[src/rtl/bcd_adj_pkg.sv]
package bcd_adj_pkg;

    localparam int BYTE_W = 8;
    localparam int NIB_W  = BYTE_W / 2;
    localparam int OP_W   = 3;

    typedef enum logic [OP_W-1:0] {
        ADJ_PACK_ADD  = 3'd0,
        ADJ_PACK_SUB  = 3'd1,
        ADJ_UNP_ADD   = 3'd2,
        ADJ_UNP_SUB   = 3'd3,
        ADJ_MUL_SPLIT = 3'd4,
        ADJ_DIV_MERGE = 3'd5,
        ADJ_RSV6      = 3'd6,
        ADJ_RSV7      = 3'd7
    } adj_op_e;

    typedef struct packed {
        logic [BYTE_W-1:0] hi;
        logic [BYTE_W-1:0] lo;
        logic              cf;
        logic              af;
        logic              err;
    } adj_res_t;

endpackage

[src/rtl/packed_dec_fix.sv]
module packed_dec_fix
    import bcd_adj_pkg::*;
(
    input  logic              sub_mode,
    input  logic [BYTE_W-1:0] lo_in,
    input  logic              cf_in,
    input  logic              af_in,
    output logic [BYTE_W-1:0] lo_out,
    output logic              cf_out,
    output logic              af_out
);
    localparam logic [NIB_W-1:0]  NIB_LIMIT  = NIB_W'(9);
    localparam logic [BYTE_W-1:0] LOW_FIX    = BYTE_W'(6);
    localparam logic [BYTE_W-1:0] HIGH_FIX   = BYTE_W'(8'h60);
    localparam logic [BYTE_W-1:0] HIGH_LIMIT = BYTE_W'(8'h99);

    logic low_hit;
    logic high_hit;

    // Both conditions look at the original byte, not the corrected one.
    assign low_hit  = (lo_in[NIB_W-1:0] > NIB_LIMIT) || af_in;
    assign high_hit = (lo_in > HIGH_LIMIT) || cf_in;

    always_comb begin
        lo_out = lo_in;
        cf_out = 1'b0;
        af_out = 1'b0;
        if (!sub_mode) begin
            if (low_hit) begin
                lo_out = lo_out + LOW_FIX;
                af_out = 1'b1;
            end
            if (high_hit) begin
                lo_out = lo_out + HIGH_FIX;
                cf_out = 1'b1;
            end
        end else begin
            if (low_hit) begin
                af_out = 1'b1;
                if ((lo_in < LOW_FIX) || cf_in) begin
                    cf_out = 1'b1;
                end
                lo_out = lo_out - LOW_FIX;
            end
            if (high_hit) begin
                lo_out = lo_out - HIGH_FIX;
                cf_out = 1'b1;
            end
        end
    end

endmodule

[src/rtl/unpacked_dec_fix.sv]
module unpacked_dec_fix
    import bcd_adj_pkg::*;
(
    input  logic              sub_mode,
    input  logic [BYTE_W-1:0] hi_in,
    input  logic [BYTE_W-1:0] lo_in,
    input  logic              af_in,
    output logic [BYTE_W-1:0] hi_out,
    output logic [BYTE_W-1:0] lo_out,
    output logic              flag_out
);
    localparam logic [NIB_W-1:0]  NIB_LIMIT = NIB_W'(9);
    localparam logic [BYTE_W-1:0] LOW_FIX   = BYTE_W'(6);
    localparam logic [BYTE_W-1:0] ADD_WRAP  = BYTE_W'(8'hF9);
    localparam logic [BYTE_W-1:0] ONE       = BYTE_W'(1);

    logic              hit;
    logic              add_wrap;
    logic              sub_wrap;
    logic [BYTE_W-1:0] lo_sum;
    logic [BYTE_W-1:0] lo_dif;

    assign hit      = (lo_in[NIB_W-1:0] > NIB_LIMIT) || af_in;
    assign add_wrap = lo_in > ADD_WRAP;
    assign sub_wrap = lo_in < LOW_FIX;
    assign lo_sum   = lo_in + LOW_FIX;
    assign lo_dif   = lo_in - LOW_FIX;

    always_comb begin
        hi_out   = hi_in;
        lo_out   = {{NIB_W{1'b0}}, lo_in[NIB_W-1:0]};
        flag_out = 1'b0;
        if (hit) begin
            flag_out = 1'b1;
            if (!sub_mode) begin
                lo_out = {{NIB_W{1'b0}}, lo_sum[NIB_W-1:0]};
                hi_out = hi_in + ONE + {{(BYTE_W-1){1'b0}}, add_wrap};
            end else begin
                lo_out = {{NIB_W{1'b0}}, lo_dif[NIB_W-1:0]};
                hi_out = hi_in - ONE - {{(BYTE_W-1){1'b0}}, sub_wrap};
            end
        end
    end

endmodule

[src/rtl/base_scale_fix.sv]
module base_scale_fix
    import bcd_adj_pkg::*;
(
    input  logic [BYTE_W-1:0] hi_in,
    input  logic [BYTE_W-1:0] lo_in,
    input  logic [BYTE_W-1:0] base,
    output logic [BYTE_W-1:0] quo,
    output logic [BYTE_W-1:0] rem,
    output logic [BYTE_W-1:0] merged,
    output logic              zero_base
);
    logic [BYTE_W:0] part;

    assign zero_base = (base == '0);

    // Merge: product and sum both wrap at the byte width.
    assign merged = (hi_in * base) + lo_in;

    // Restoring divider, one compare-subtract step per quotient bit.
    always_comb begin
        part = '0;
        quo  = '0;
        for (int i = BYTE_W - 1; i >= 0; i--) begin
            part = {part[BYTE_W-1:0], lo_in[i]};
            if (part >= {1'b0, base}) begin
                part   = part - {1'b0, base};
                quo[i] = 1'b1;
            end
        end
        rem = part[BYTE_W-1:0];
    end

endmodule

[src/rtl/bcd_adjust_unit.sv]
module bcd_adjust_unit
    import bcd_adj_pkg::*;
(
    input  logic              clk,
    input  logic              rst_n,
    input  logic [OP_W-1:0]   op_sel,
    input  logic [BYTE_W-1:0] acc_hi,
    input  logic [BYTE_W-1:0] acc_lo,
    input  logic              cf_in,
    input  logic              af_in,
    input  logic [BYTE_W-1:0] base_in,
    output logic [BYTE_W-1:0] res_hi,
    output logic [BYTE_W-1:0] res_lo,
    output logic              cf_out,
    output logic              af_out,
    output logic              zf_out,
    output logic              pf_out,
    output logic              sf_out,
    output logic              base_err
);
    adj_op_e           op;
    adj_res_t          nxt;
    logic [BYTE_W-1:0] pk_lo;
    logic              pk_cf;
    logic              pk_af;
    logic [BYTE_W-1:0] up_hi;
    logic [BYTE_W-1:0] up_lo;
    logic              up_flag;
    logic [BYTE_W-1:0] bs_quo;
    logic [BYTE_W-1:0] bs_rem;
    logic [BYTE_W-1:0] bs_merged;
    logic              bs_zero;
    logic              seen_q;

    assign op = adj_op_e'(op_sel);

    packed_dec_fix u_packed (
        .sub_mode (op == ADJ_PACK_SUB),
        .lo_in    (acc_lo),
        .cf_in    (cf_in),
        .af_in    (af_in),
        .lo_out   (pk_lo),
        .cf_out   (pk_cf),
        .af_out   (pk_af)
    );

    unpacked_dec_fix u_unpacked (
        .sub_mode (op == ADJ_UNP_SUB),
        .hi_in    (acc_hi),
        .lo_in    (acc_lo),
        .af_in    (af_in),
        .hi_out   (up_hi),
        .lo_out   (up_lo),
        .flag_out (up_flag)
    );

    base_scale_fix u_scale (
        .hi_in     (acc_hi),
        .lo_in     (acc_lo),
        .base      (base_in),
        .quo       (bs_quo),
        .rem       (bs_rem),
        .merged    (bs_merged),
        .zero_base (bs_zero)
    );

    always_comb begin
        nxt.hi  = acc_hi;
        nxt.lo  = acc_lo;
        nxt.cf  = cf_in;
        nxt.af  = af_in;
        nxt.err = 1'b0;
        unique case (op)
            ADJ_PACK_ADD, ADJ_PACK_SUB: begin
                nxt.lo = pk_lo;
                nxt.cf = pk_cf;
                nxt.af = pk_af;
            end
            ADJ_UNP_ADD, ADJ_UNP_SUB: begin
                nxt.hi = up_hi;
                nxt.lo = up_lo;
                nxt.cf = up_flag;
                nxt.af = up_flag;
            end
            ADJ_MUL_SPLIT: begin
                nxt.cf = 1'b0;
                nxt.af = 1'b0;
                if (bs_zero) begin
                    nxt.err = 1'b1;
                end else begin
                    nxt.hi = bs_quo;
                    nxt.lo = bs_rem;
                end
            end
            ADJ_DIV_MERGE: begin
                nxt.hi = '0;
                nxt.lo = bs_merged;
                nxt.cf = 1'b0;
                nxt.af = 1'b0;
            end
            default: begin
                // reserved codes pass operands and flags through
            end
        endcase
    end

    always_ff @(posedge clk or negedge rst_n) begin
        if (!rst_n) begin
            res_hi   <= '0;
            res_lo   <= '0;
            cf_out   <= 1'b0;
            af_out   <= 1'b0;
            zf_out   <= 1'b1;
            pf_out   <= 1'b1;
            sf_out   <= 1'b0;
            base_err <= 1'b0;
            seen_q   <= 1'b0;
        end else begin
            res_hi   <= nxt.hi;
            res_lo   <= nxt.lo;
            cf_out   <= nxt.cf;
            af_out   <= nxt.af;
            zf_out   <= (nxt.lo == '0);
            pf_out   <= ~^nxt.lo;
            sf_out   <= nxt.lo[BYTE_W-1];
            base_err <= nxt.err;
            seen_q   <= 1'b1;
        end
    end


    zero_flag_chk: assert property (@(posedge clk) disable iff (!rst_n)
        zf_out == (res_lo == '0));


    sign_flag_chk: assert property (@(posedge clk) disable iff (!rst_n)
        sf_out == res_lo[BYTE_W-1]);


    merge_hi_clear_chk: assert property (@(posedge clk) disable iff (!rst_n)
        (seen_q && $past(op_sel) == ADJ_DIV_MERGE) |-> (res_hi == '0 && !cf_out && !af_out));


    unp_nibble_chk: assert property (@(posedge clk) disable iff (!rst_n)
        (seen_q && ($past(op_sel) == ADJ_UNP_ADD || $past(op_sel) == ADJ_UNP_SUB))
        |-> (res_lo[BYTE_W-1:NIB_W] == '0 && cf_out == af_out));


    base_err_src_chk: assert property (@(posedge clk) disable iff (!rst_n)
        base_err |-> (seen_q && $past(op_sel) == ADJ_MUL_SPLIT && $past(base_in) == '0));


    pack_add_carry_chk: assert property (@(posedge clk) disable iff (!rst_n)
        (seen_q && $past(op_sel) == ADJ_PACK_ADD && $past(cf_in)) |-> cf_out);

endmodule

[config.mk]
export PLATFORM = sky130hd
export DESIGN_NAME = bcd_adjust_unit
export DESIGN_NICKNAME = d
export VERILOG_FILES = /design/src/rtl/bcd_adj_pkg.sv /design/src/rtl/packed_dec_fix.sv /design/src/rtl/unpacked_dec_fix.sv /design/src/rtl/base_scale_fix.sv /design/src/rtl/bcd_adjust_unit.sv
export SDC_FILE = /design/constraint.sdc
export NUM_CORES = 1
export LEC_CHECK = 0
export ABC_AREA = 1
export BUFFER_PORTS_ARGS = -buffer_cell sky130_fd_sc_hd__buf_4
export CAP_MARGIN = 20
export CORE_ASPECT_RATIO = 0.6
export CORE_MARGIN = 2
export CORE_UTILIZATION = 63
export CTS_CLUSTER_SIZE = 8
export DETAILED_ROUTE_END_ITERATION = 7
export PLACE_DENSITY = 0.93
export REMOVE_ABC_BUFFERS = 1
export SYNTH_ARGS = -nofsm -noshare
export SYNTH_HDL_FRONTEND = slang
export SYNTH_SLANG_ARGS = --single-unit
[constraint.sdc]
create_clock -name clk -period 1 [get_ports clk]
set_clock_uncertainty 0.2 [all_clocks]
set_input_delay 0.1 -clock clk [delete_from_list [all_inputs] [get_ports clk]]
set_output_delay 0.1 -clock clk [all_outputs]
set_load 0.005 [all_outputs]
==> key figures, run 1 <==
CTS
  • Root buf cell: clkbuf_16
  • CTS resizes: 350
  • CTS Buf Count: 3
  • CTS Hold Bufs: 1
  • Htree depth: 1
  • Clock sink total: 21
  • Maximum root-to-sink buffer count: 2
  • Number of setup buffers added after CTS: 98

Yosys
  • Post-synthesis sequential area ratio: 0.0810
  • Leading cell types by total area after synthesis: ha_1 (17%), nand2_1 (16%), inv_1 (10%), fa_1 (7.7%), dfrtp_1 (7.3%)
  • Cell Area, Synth: 6520 um2
  • #FFs+latches synth: 21
  • Synth Area in Compound Gates: 0.125
  • Warnings, synthesis: 0
  • Mux contribution to synthesized area: 0.00153
  • Synth top area share: 0.167
  • Syn avg cell area: 6.35 um2
  • Cells after synthesis: 1,027
  • Post-Synth XOR/XNOR Area: 0.0940
  • Combinational family with the most area after synthesis: simple AND/OR/NAND/NOR gates
  • Adder-Cell Fraction of Synth Area: 0.244
  • Largest area contributor in the netlist: ha_1
  • Simple logic cell fraction of the synthesized area: 0.327
  • Distinct cells, synth: 47

Die
  • IO Pins: 53
  • # rows: 28
  • Die Y-Extent: 82.8 um
  • Die Wd: about 140 um
  • Initial Util: 0.656

Place
  • I/O Buffers: 52
  • Routability cong.: between 1 and 1.5
  • HPWL after DPL: 26,800 um
  • Dpl cells: 1,480

Status
  • Outcome: did not finish
  • Stop err: [ERROR DPL-0038] Utilization greater than 100%, impossible to legalize
  • Failed at: clock tree synthesis
per-stage QoR:
step	worst slack (ns)	area [um2]
2_1_floorplan	-11.55	6410
3_3_place_gp	-11.42	9150
3_5_place_dp	-13.21	9150
synth_stat cells (all sizes together):
cell / count
o211ai: 3
a31oi: 3
nand4: 16
a21oi: 63
a22oi: 1
clkinv: 4
o22ai: 3
dfstp: 2
mux2i: 1
inv: 188
fa: 25
or3: 1
ha: 87
dfrtp: 19
or2: 5
nor3: 21
buf: 7
nand3: 77
xor2: 44
nand3b: 4
o2111ai: 1
o21ai: 48
nand2: 284
a211oi: 4
dlygate4sd1: 1
xnor2: 26
clkbuf: 12
o21a: 2
o221ai: 4
o31ai: 1
nor4: 5
o311ai: 2
nor2: 54
o21bai: 7
a21o: 2
kinds of logic after synthesis:
group	after synthesis
muxes	1
DFF	21
buffers and inverters	212
and+or+nand+nor	467
xor gates and xnor gates	70
adders and majority gates	112
AOI/OAI and AO/OA	144
==> run 2, diff against run 1 <==
CORE_ASPECT_RATIO = not set   (was 0.6)
CORE_UTILIZATION = 40   (was 63)
CTS_CLUSTER_SIZE = not set   (was 8)
PLACE_DENSITY = not set   (was 0.93)
PLACE_DENSITY_LB_ADDON = 0.15   (was not set)
==> key figures, run 2 <==
STA
  • Worst rel slew slack: 0.634
  • Hold Fails Final Rpt: 2
  • Max Slew Vio Count: 0
  • Final period util: 12.1
  • Least-Margin Pin Slew: 0.544 ns
  • Max Fclk: 0.0828 GHz
  • Final Setup Violations: between 40 and 50
  • Unrepaired setup endpoints after global routing: true
  • Final min period: 12.08 ns
  • Hold WS: -0.0361 ns
  • Setup TNS: -151.80 ns
  • Final WS setup: -11.08 ns

Critical path
  • Setup Crit Path Kind: in2reg
  • Crit-path max FO: 6
  • Crit path required time: 0.99 ns
  • Most used cell, CP: nand2_2
  • Crit. End Element: flip-flop
  • Slowest CP cell: ha_1
  • Largest stage delay, worst path: 0.30 ns
  • Critical path launch point type: input port
  • Data arrival, critical path: 12.07 ns

CTS
  • Htree depth: 1 (unchanged)
  • Clock sink total: 21 (unchanged)
  • CTS Buf Count: 3 (unchanged)
  • Root buf cell: clkbuf_16 (unchanged)
  • Clk pin slew, worst setup/hold paths: 0.07 ns
  • CTS tree: yes
  • Maximum root-to-sink buffer count: 2 (unchanged)
  • CTS Hold Bufs: 2 (was 1)

Yosys
  • Cells after synthesis: 1,027 (unchanged)
  • Synth top area share: 0.167 (unchanged)
  • Largest area contributor in the netlist: ha_1 (unchanged)
  • Cell Area, Synth: 6520 um2 (unchanged)
  • Distinct cells, synth: 47 (unchanged)
  • EDFF count, synth: 0 (unchanged)
  • Ys async rst share: 1.00 (unchanged)
  • #FFs+latches synth: 21 (unchanged)
  • Cell with the most instances after synthesis: nand2_1 (unchanged)
  • Top FF cell, synth: dfrtp_1 (unchanged)
  • Syn avg cell area: 6.35 um2 (unchanged)
  • Post-synthesis sequential area ratio: 0.0810 (unchanged)
  • Warnings, synthesis: 0 (unchanged)
  • Leading cell types by total area after synthesis: ha_1 (17%), nand2_1 (16%), inv_1 (10%), fa_1 (7.7%), dfrtp_1 (7.3%) (unchanged)
  • Post-synth top cells: nand2_1 (272), inv_1 (181), ha_1 (87) (unchanged)

Status
  • Failing checks: negative hold slack, negative setup slack
  • Outcome: complete, but fails checks (was did not finish)

Routing
  • DR iter-0 viols: between 600 and 700
  • Routed via count: 9,008
  • Vias per cell: 5.23
  • Drt pass-1 iters: 6
  • DRC: 0
  • Routed WL: about 30,000 um
  • Met1 wire length: between 10,000 and 15,000 um
  • Post-route ant nets: 0
  • Top sig layer: met4
  • WL met2: around 15,000 um
  • Wire length on met3: 1510 um
  • Routed length per instance: between 15 and 20 um

GRT
  • Number of global-route vias before repair: 8,846
  • Largest net degree at the start of global routing: 22
  • Gr ovfl total: 0
  • Antenna violations before repair: 0
  • Wire length of the first global-routing pass: 43,100 um
  • Gr usage total: 0.305

Final layout
  • Diode count: 0
  • Commonest non-fill, non-tap cell in the layout: buf_4
  • Most frequent cells in the layout: buf_4 (432), nand2_1 (203), inv_1 (147)
  • Share of cells above drive strength 1: 0.526
  • Fill cell count: between 1,000 and 1,500
  • Net count, final: ~1,600
  • Top flop regs: res_hi: 8 flops, res_lo: 8 flops
  • Area Overhead vs Synth: 86.9%
  • Non-Filler Instances: 1,721
  • Register area: 528 um2
  • Multi-input gate area: 6590 um2
  • Finished Cell Area: 12,200 um2

Die
  • Core area: about 16,000 um2
  • Die Wd: 132 um (was 135 um)
  • IO Pins: 53 (unchanged)
  • Initial Util: 0.411 (was 0.656)
  • # rows: 46 (was 28)
  • Total die area: 17,300 um2
  • Die Y-Extent: 132 um (was 82.8 um)

Place
  • HPWL after DPL: 18,800 um (was 26,800 um)
  • I/O Buffers: 52 (unchanged)
  • DP Area: 9350 um2 (was 9150 um2)
  • Routability cong.: 0.958 (was 1.12)
  • Dpl cells: 1,576 (was 1,480)

Hold path
  • Hold WC Path Type: in2reg
  • Hold Crit Depth: 3

Flow run
  • Max-cap viol count: 0

Pwr
  • Worst VDD drop: 3110 uV
  • Pleak: 6.48 nW
  • PwrDens: 3070 nW/um2
-- run 2: area by class of cell --
| type | instances | area share |
|---|---|---|
| repair buffers | 493 | 0.326 |
| flip-flops and latches | 21 | 0.0433 |
| well taps | 216 | 0.0222 |
| clock buffers | 3 | 0.00616 |
| multi-input cells | 795 | 0.540 |
| inverters | 192 | 0.0618 |
| clock inverters | 1 | 0.000411 |
-- run 2: repair_timing --
action / CTS / global route
endpoints found under the hold margin: 24 / 1
setup endpoints to repair: 43 / 43
pin swaps: 111 / 124
gates resized for setup: 238 / 160
setup buffers: 120 / 25
cloned: 1 / 0
-- run 2: kinds of logic (layout without fill, tap and decap cells) --
kind of cell	Yosys count	count (layout)	synth area share
DFF	21	21	0.0810
muxes	1	1	0.00153
xor gates and xnor gates	70	70	0.0940
buffers and inverters	212	689	0.127
and+or+nand+nor	467	468	0.327
adders and majority gates	112	112	0.244
AOI/OAI and AO/OA	144	144	0.125
-- run 2: final timing paths --
kind,slack [ns],end,startpoint
setup / recovery,-11.08,pf_out$_DFF_PN1_,acc_lo[7]
hold / removal,-0.04,af_out$_DFF_PN0_,op_sel[2]
max in group asynchronous,0.23,pf_out$_DFF_PN1_,rst_n
min in group asynchronous,0.07,cf_out$_DFF_PN0_,rst_n
-- run 2: where the power goes --
group / internal (mW) / switching [mW]
clock: 0.539 / 0.365
sequential: 1.12 / 0.126
combinational: 18.4 / 16.8
-- run 2: metal layers --
| metal | up-vias | GRT usage |
|---|---|---|
| met1 | 4292 | 0.364 |
| met5 | - | 0 |
| met2 | 330 | 0.552 |
| li1 | 4263 | - |
| met4 | 0 | 0.143 |
| met3 | 123 | 0.0262 |
-- run 2: worst max-delay path, delay by kind of cell --
| kind | cells | cell delay (ns) |
|---|---|---|
| buf+inv | 19 | 1.56 |
| compound gates | 22 | 3.01 |
| simple gates | 52 | 4.76 |
| xor+xnor | 2 | 0.25 |
| fa+ha+maj | 10 | 2.36 |
-- run 2: stage by stage --
stage | hold slack (ns) | power (mW) | utilization | setup slack (ns)
6_report | -0.0361 | 37.4 | 0.767 | -11.08
5_1_grt | -0.0203 | 40.0 | 0.767 | -11.78
4_1_cts | -0.0470 | 33.0 | 0.714 | -10.38
3_5_place_dp | -0.185 | 25.0 | 0.588 | -11.89
3_3_place_gp | -0.189 | 24.8 | 0.588 | -11.65
2_1_floorplan | -0.396 | 14.4 | - | -11.55
Power figures use the tool's default switching activity.
==> run 3, diff against run 2 <==
ABC_AREA = not set   (was 1)
REMOVE_ABC_BUFFERS = not set   (was 1)
==> key figures, run 3 <==
Die
  • Core area: 15,300 um2 (was 15,900 um2)
  • # rows: 45 (was 46)
  • IO Pins: 53 (unchanged)
  • Total die area: 16,700 um2 (was 17,300 um2)
  • Initial Util: 0.411 (about the same)
  • Die Y-Extent: 129 um (was 132 um)
  • Die Wd: 129 um (was 132 um)

Yosys
  • Top FF cell, synth: dfrtp_1 (unchanged)
  • Post-synthesis sequential area ratio: 0.0843 (was 0.0810)
  • Cell with the most instances after synthesis: ha_1 (was nand2_1)
  • Syn avg cell area: 7.70 um2 (was 6.35 um2)
  • Cell Area, Synth: 6270 um2 (was 6520 um2)
  • Distinct cells, synth: 83 (was 47)
  • Synth top area share: 0.174 (was 0.167)
  • Leading cell types by total area after synthesis: ha_1 (17%), fa_1 (8.0%), dfrtp_1 (7.6%), xnor2_1 (6.7%), o21ai_0 (5.0%) (was ha_1 (17%), nand2_1 (16%), inv_1 (10%), fa_1 (7.7%), dfrtp_1 (7.3%))
  • #FFs+latches synth: 21 (unchanged)
  • EDFF count, synth: 0 (unchanged)
  • Largest area contributor in the netlist: ha_1 (unchanged)
  • Cells after synthesis: 814 (was 1,027)
  • Warnings, synthesis: 0 (unchanged)
  • Ys async rst share: 1.00 (unchanged)
  • Synth Net Count: 957
  • Post-synth top cells: ha_1 (87), nand2_1 (83), inv_1 (68) (was nand2_1 (272), inv_1 (181), ha_1 (87))

CTS
  • Clk pin slew, worst setup/hold paths: 0.06 ns (was 0.07 ns)
  • CTS Buf Count: 3 (unchanged)
  • Htree depth: 1 (unchanged)
  • Clock sink total: 21 (unchanged)
  • Root buf cell: clkbuf_16 (unchanged)
  • Maximum root-to-sink buffer count: 2 (unchanged)
  • CTS tree: yes (unchanged)

Critical path
  • Crit path launch: acc_lo[7] (unchanged)
  • Worst Setup EP: pf_out$_DFF_PN1_ (unchanged)
  • Crit-path max FO: 6 (unchanged)
  • Setup Crit Path Kind: in2reg (unchanged)
  • Data arrival, critical path: 14.00 ns (was 12.07 ns)
  • Most used cell, CP: o21ai_2 (was nand2_2)
  • Crit. End Element: flip-flop (unchanged)
  • Largest stage delay, worst path: 0.36 ns (was 0.30 ns)
  • Crit path required time: 0.98 ns (was 0.99 ns)
  • Slowest CP cell: o32ai_4 (was ha_1)
  • Critical path launch point type: input port (unchanged)

GRT
  • Gr ovfl total: 0 (unchanged)
  • Number of global-route vias before repair: 7,995 (was 8,846)
  • Wire length of the first global-routing pass: 40,400 um (was 43,100 um)
  • Gr usage total: 0.303 (was 0.305)
  • Largest net degree at the start of global routing: 22 (unchanged)
  • Antenna violations before repair: 0 (unchanged)

Final layout
  • Commonest non-fill, non-tap cell in the layout: buf_4 (unchanged)
  • Diode count: 0 (unchanged)
  • Share of cells above drive strength 1: 0.494 (was 0.526)
  • Area Overhead vs Synth: 73.0% (was 86.9%)
  • Top flop regs: res_hi: 8 flops, res_lo: 8 flops (unchanged)
  • Most frequent cells in the layout: buf_4 (357), nand2_1 (78), ha_1 (67) (was buf_4 (432), nand2_1 (203), inv_1 (147))
  • Finished Cell Area: 10,800 um2 (was 12,200 um2)
  • Fill cell count: 1,196 (was 1,127)
  • Post-layout util: 0.711 (was 0.767)
  • Non-Filler Instances: 1,422 (was 1,721)
  • Net count, final: 1,355 (was 1,649)

Hold path
  • Hold WC Path Type: in2reg (unchanged)

Routing
  • Post-route ant nets: 0 (unchanged)
  • DR iter-0 viols: 510 (was 679)
  • Vias per cell: 5.43 (was 5.23)
  • Routed WL: 25,700 um (was 30,000 um)
  • Routed length per instance: 18.1 um (was 17.4 um)
  • Routed via count: 7,716 (was 9,008)
  • DRC: 0 (unchanged)
  • Drt pass-1 iters: 5 (was 6)

Pwr
  • Pleak: 5.23 nW (was 6.48 nW)
  • PwrDens: 2330 nW/um2 (was 3070 nW/um2)
  • Total power: 25.3 mW (was 37.4 mW)
  • Worst VDD drop: 1760 uV (was 3110 uV)

STA
  • Final WS setup: -13.02 ns (was -11.08 ns)
  • Final Setup Violations: 43 (was 42)
  • Final period util: 14.0 (was 12.1)
  • Unrepaired setup endpoints after global routing: true (unchanged)
  • Max Fclk: 0.0713 GHz (was 0.0828 GHz)
  • Worst rel slew slack: 0.618 (was 0.634)
  • Final min period: 14.02 ns (was 12.08 ns)
  • Least-Margin Pin Slew: 0.570 ns (was 0.544 ns)
  • Hold Fails Final Rpt: 0 (was 2)
  • Max Slew Vio Count: 0 (unchanged)

Status
  • Outcome: complete, but fails checks (unchanged)
  • Failing checks: negative setup slack (was negative hold slack, negative setup slack)

Place
  • Routability cong.: 0.952 (was 0.958)
  • HPWL after DPL: 19,600 um (was 18,800 um)
  • I/O Buffers: 52 (unchanged)
  • Dpl cells: 1,343 (was 1,576)
  • Setup Slack @ Placement: -13.68 ns (was -11.89 ns)
  • DP Area: 9320 um2 (was 9350 um2)

Flow run
  • Max-cap viol count: 0 (unchanged)
==> run 3: cell types whose count changed after synthesis, sizes merged, moves of 22 or more <==
| cell | change |
|---|---|
| nand3 | -64 |
| mux2i | +25 |
| xor2 | -33 |
| xnor2 | +22 |
| nand2 | -201 |
| inv | -120 |
==> run 3: final cells by class <==
cell class	instances	area [um2]	share of cell area
clock buffers	3	75.1	0.00692
inverters	69	275	0.0254
repair buffers	418	3390	0.313
multi-input cells	699	6300	0.581
well taps	211	264	0.0243
flip-flops and latches	21	528	0.0487
clock inverters	1	5.00	0.000462
==> run 3: logic make-up after synthesis <==
family          after synthesis  share of synthesized area
xor+xnor                     59                     0.0825
compound gates              213                      0.232
flops                        21                     0.0843
simple gates                270                      0.214
fa+ha+maj                   112                      0.254
mux                          45                     0.0769
buf+inv                      94                     0.0571
==> run 3: routing by layer <==
metal / track usage / up-vias / part of all wire
li1: - / 3702 / -
met1: 0.377 / 3713 / 0.42
met2: 0.545 / 244 / 0.51
met3: 0.0301 / 57 / 0.043
met4: 0.104 / 0 / 0.029
met5: 0 / - / 0
==> run 3: power by group <==
part | switching, mW | total (mW) | internal [mW]
clock | 0.339 | 0.877 | 0.538
sequential | 0.129 | 1.26 | 1.13
combinational | 10.1 | 23.2 | 13.1
total | 10.6 | 25.3 | 14.7
==> run 3: metrics by stage <==
stage / hold slack (ns) / TNS, ns
5_1_grt: 0.0182 / -187.15
2_1_floorplan: -0.396 / -181.19
3_5_place_dp: -0.197 / -186.60
3_3_place_gp: -0.198 / -181.55
6_report: 0.00457 / -177.92
4_1_cts: 0.00245 / -174.37
==> run 3: critical path: cells and delay by family <==
| family | cells | cell delay, ns |
|---|---|---|
| fa+ha+maj | 9 | 2.37 |
| xor+xnor | 2 | 0.33 |
| compound gates | 36 | 6.35 |
| simple gates | 13 | 1.93 |
| mux | 7 | 1.62 |
| buf+inv | 10 | 1.24 |
==> run 3: worst min path at each step <==
stage                     start                to  slack (ns)  cells past startpoint
after floorplan           rst_n  af_out$_DFF_PN0_       -0.40                      0
final                     cf_in  cf_out$_DFF_PN0_       0.005                      4
after detailed placement  rst_n  af_out$_DFF_PN0_       -0.20                      1
after global placement    rst_n  af_out$_DFF_PN0_       -0.20                      1
after global routing      af_in  af_out$_DFF_PN0_        0.02                      3
after CTS                 cf_in  cf_out$_DFF_PN0_       0.002                      4
==> run 3: timing repair <==
action / in CTS / in global routing
resized for setup: 145 / 69
hold endpoints to repair: 21 / 0
buffers inserted: 69 / 25
hold buffers: 1 / 0
endpoints found under the setup margin: 43 / 43
pin swaps: 70 / 45
==> run 4, diff against run 3 <==
RECOVER_POWER = 100   (was not set)
clock period = 16.2 ns   (was 1 ns; I/O delays follow)
==> key figures, run 4 (synthesized netlist as in run 3, its figures left out) <==
Flow run
  • Max-cap viol count: 0 (unchanged)

Routing
  • Wire length on met3: 997 um (was 1110 um)
  • Met1 wire length: 9730 um (was 10,800 um)
  • Routed length per instance: 18.8 um (was 18.1 um)
  • Post-route ant nets: 0 (unchanged)
  • Top sig layer: met4 (unchanged)
  • DRC: 0 (unchanged)
  • Drt pass-1 iters: 5 (unchanged)
  • Routed via count: 6,643 (was 7,716)
  • DR iter-0 viols: 548 (was 510)
  • Routed WL: 21,600 um (was 25,700 um)
  • WL met2: 10,400 um (was 13,100 um)
  • Vias per cell: 5.77 (was 5.43)

Status
  • Outcome: finished, final reports clean (was complete, but fails checks)

Pwr
  • PwrDens: 145 nW/um2 (was 2330 nW/um2)
  • Worst VDD drop: 103 uV (was 1760 uV)
  • Total power: 1.21 mW (was 25.3 mW)
  • Pleak: 3.78 nW (was 5.23 nW)

Critical path
  • Slowest CP cell: or3_4 (was o32ai_4)
  • Crit. End Element: flip-flop (unchanged)
  • Crit path launch: acc_lo[7] (unchanged)
  • Largest stage delay, worst path: 0.37 ns (was 0.36 ns)
  • Crit-path max FO: 6 (unchanged)
  • Setup Crit Path Kind: in2reg (unchanged)
  • Data arrival, critical path: 15.86 ns (was 14.00 ns)
  • Crit path required time: 16.18 ns (was 0.98 ns)
  • Critical path launch point type: input port (unchanged)
  • Most used cell, CP: a21oi_2 (was o21ai_2)

GRT
  • Gr usage total: 0.250 (was 0.303)
  • Gr ovfl total: 0 (unchanged)
  • Wire length of the first global-routing pass: 33,500 um (was 40,400 um)
  • Antenna violations before repair: 0 (unchanged)
  • Largest net degree at the start of global routing: 22 (unchanged)
  • Number of global-route vias before repair: 6,383 (was 7,995)

STA
  • Max Slew Vio Count: 0 (unchanged)
  • Final period util: 0.980
  • Final Setup Violations: 0 (was 43)
  • Hold Fails Final Rpt: 0 (unchanged)
  • Max Fclk: ~0.063 GHz
  • Final min period: ~16 ns
  • Least-Margin Pin Slew: 1.21 ns (was 0.570 ns)
  • Worst rel slew slack: 0.190 (was 0.618)

CTS
  • Maximum root-to-sink buffer count: 2 (unchanged)
  • Htree depth: 1 (unchanged)
  • CTS Hold Bufs: 0 (was 1)
  • Root buf cell: clkbuf_16 (unchanged)
  • CTS Buf Count: 3 (unchanged)
  • CTS tree: yes (unchanged)
  • Clock sink total: 21 (unchanged)
  • Clk pin slew, worst setup/hold paths: 0.06 ns (about the same)

Final layout
  • Area Overhead vs Synth: 32.9% (was 73.0%)
  • Post-layout util: 0.546 (was 0.711)
  • Multi-input gate area: 6070 um2 (was 6300 um2)
  • Fill cell count: 1,411 (was 1,196)
  • Top flop regs: res_hi: 8 flops, res_lo: 8 flops (unchanged)
  • Commonest non-fill, non-tap cell in the layout: buf_4 (unchanged)
  • Net count, final: 1,085 (was 1,355)
  • Diode count: 0 (unchanged)
  • Most frequent cells in the layout: buf_4 (117), nand2_1 (81), ha_1 (68) (was buf_4 (357), nand2_1 (78), ha_1 (67))
  • Share of cells above drive strength 1: 0.295 (was 0.494)
  • Register area: 528 um2 (unchanged)

Die
  • # rows: 45 (unchanged)
  • Initial Util: 0.411 (unchanged)
  • Die Wd: 129 um (unchanged)
  • Core area: 15,300 um2 (unchanged)
  • Die Y-Extent: 129 um (unchanged)
  • IO Pins: 53 (unchanged)
  • Total die area: 16,700 um2 (unchanged)

Place
  • Routability cong.: 0.993 (was 0.952)
  • HPWL after DPL: 16,900 um (was 19,600 um)
  • I/O Buffers: 52 (unchanged)

Hold path
  • Hold WC Path Type: in2async (was in2reg)
## run 4: cell types whose count changed in the layout (fill, tap and decap cells not counted), moves of 7 or more
cell / change
buf_4: -240
buf_6: -47
clkbuf_4: +20
o21ai_0: +8
inv_1: +7
## run 4: path summary, 6_finish.rpt
| check | endpoint | slack, ns | cells past startpoint |
|---|---|---|---|
| min in group clk | af_out$_DFF_PN0_ | 1.41 | 2 |
| worst min-delay path | res_lo[4]$_DFF_PN0_ | 1.39 | 1 |
| max in group asynchronous | res_lo[2]$_DFF_PN0_ | 13.68 | 1 |
| worst max-delay path | pf_out$_DFF_PN1_ | 0.32 | 75 |
## run 4: cell type report
class,instances,area share
timing repair buffer,148,0.135
clock inverter,1,0.000601
multi-input combinational,699,0.729
tap,211,0.0317
inverter,69,0.0314
clock buffer,3,0.00902
sequential,21,0.0634
## run 4: worst max-delay path, delay by kind of cell
family	cells	cell delay, ns
muxes	8	2.23
and+or+nand+nor	14	2.11
adders and majority gates	9	2.44
AOI/OAI and AO/OA	37	6.58
buffers and inverters	5	0.61
xor gates and xnor gates	2	0.29
## run 4: metal layers
layer | GRT usage | vias up
met2 | 0.434 | 222
met4 | 0.0575 | 0
met1 | 0.340 | 3214
met3 | 0.0198 | 38
met5 | 0 | -
li1 | - | 3169
## run 4: timing repair
action                                  in CTS  in global routing
gates resized for setup                      8                100
pin swaps                                    5                 54
setup buffers                                8                 24
gates cloned                                 0                  0
endpoints found under the setup margin       2                 11
## run 4: metrics by stage
stage | setup TNS [ns] | instance area [um2] | hold WS, ns | setup slack [ns] | std cells
floorplan | 0 | 6460 | 1.12 | 0.00966 | 814
global placement | -0.0731 | 7470 | 1.32 | -0.0731 | 1116
detailed placement | -1.03 | 7470 | 1.33 | -0.589 | 1116
CTS | 0 | 7650 | 1.05 | 0.0133 | 1128
global route | -0.230 | 8330 | 1.42 | -0.210 | 1152
finish | 0 | 8330 | 1.39 | 0.322 | 1152
## run 4: where the power goes
group          internal [mW]  switching, mW  total, mW
Sequential            0.0698        0.00428     0.0741
Clock                 0.0332         0.0208     0.0541
Combinational          0.537          0.540       1.08
Total                  0.640          0.565       1.21
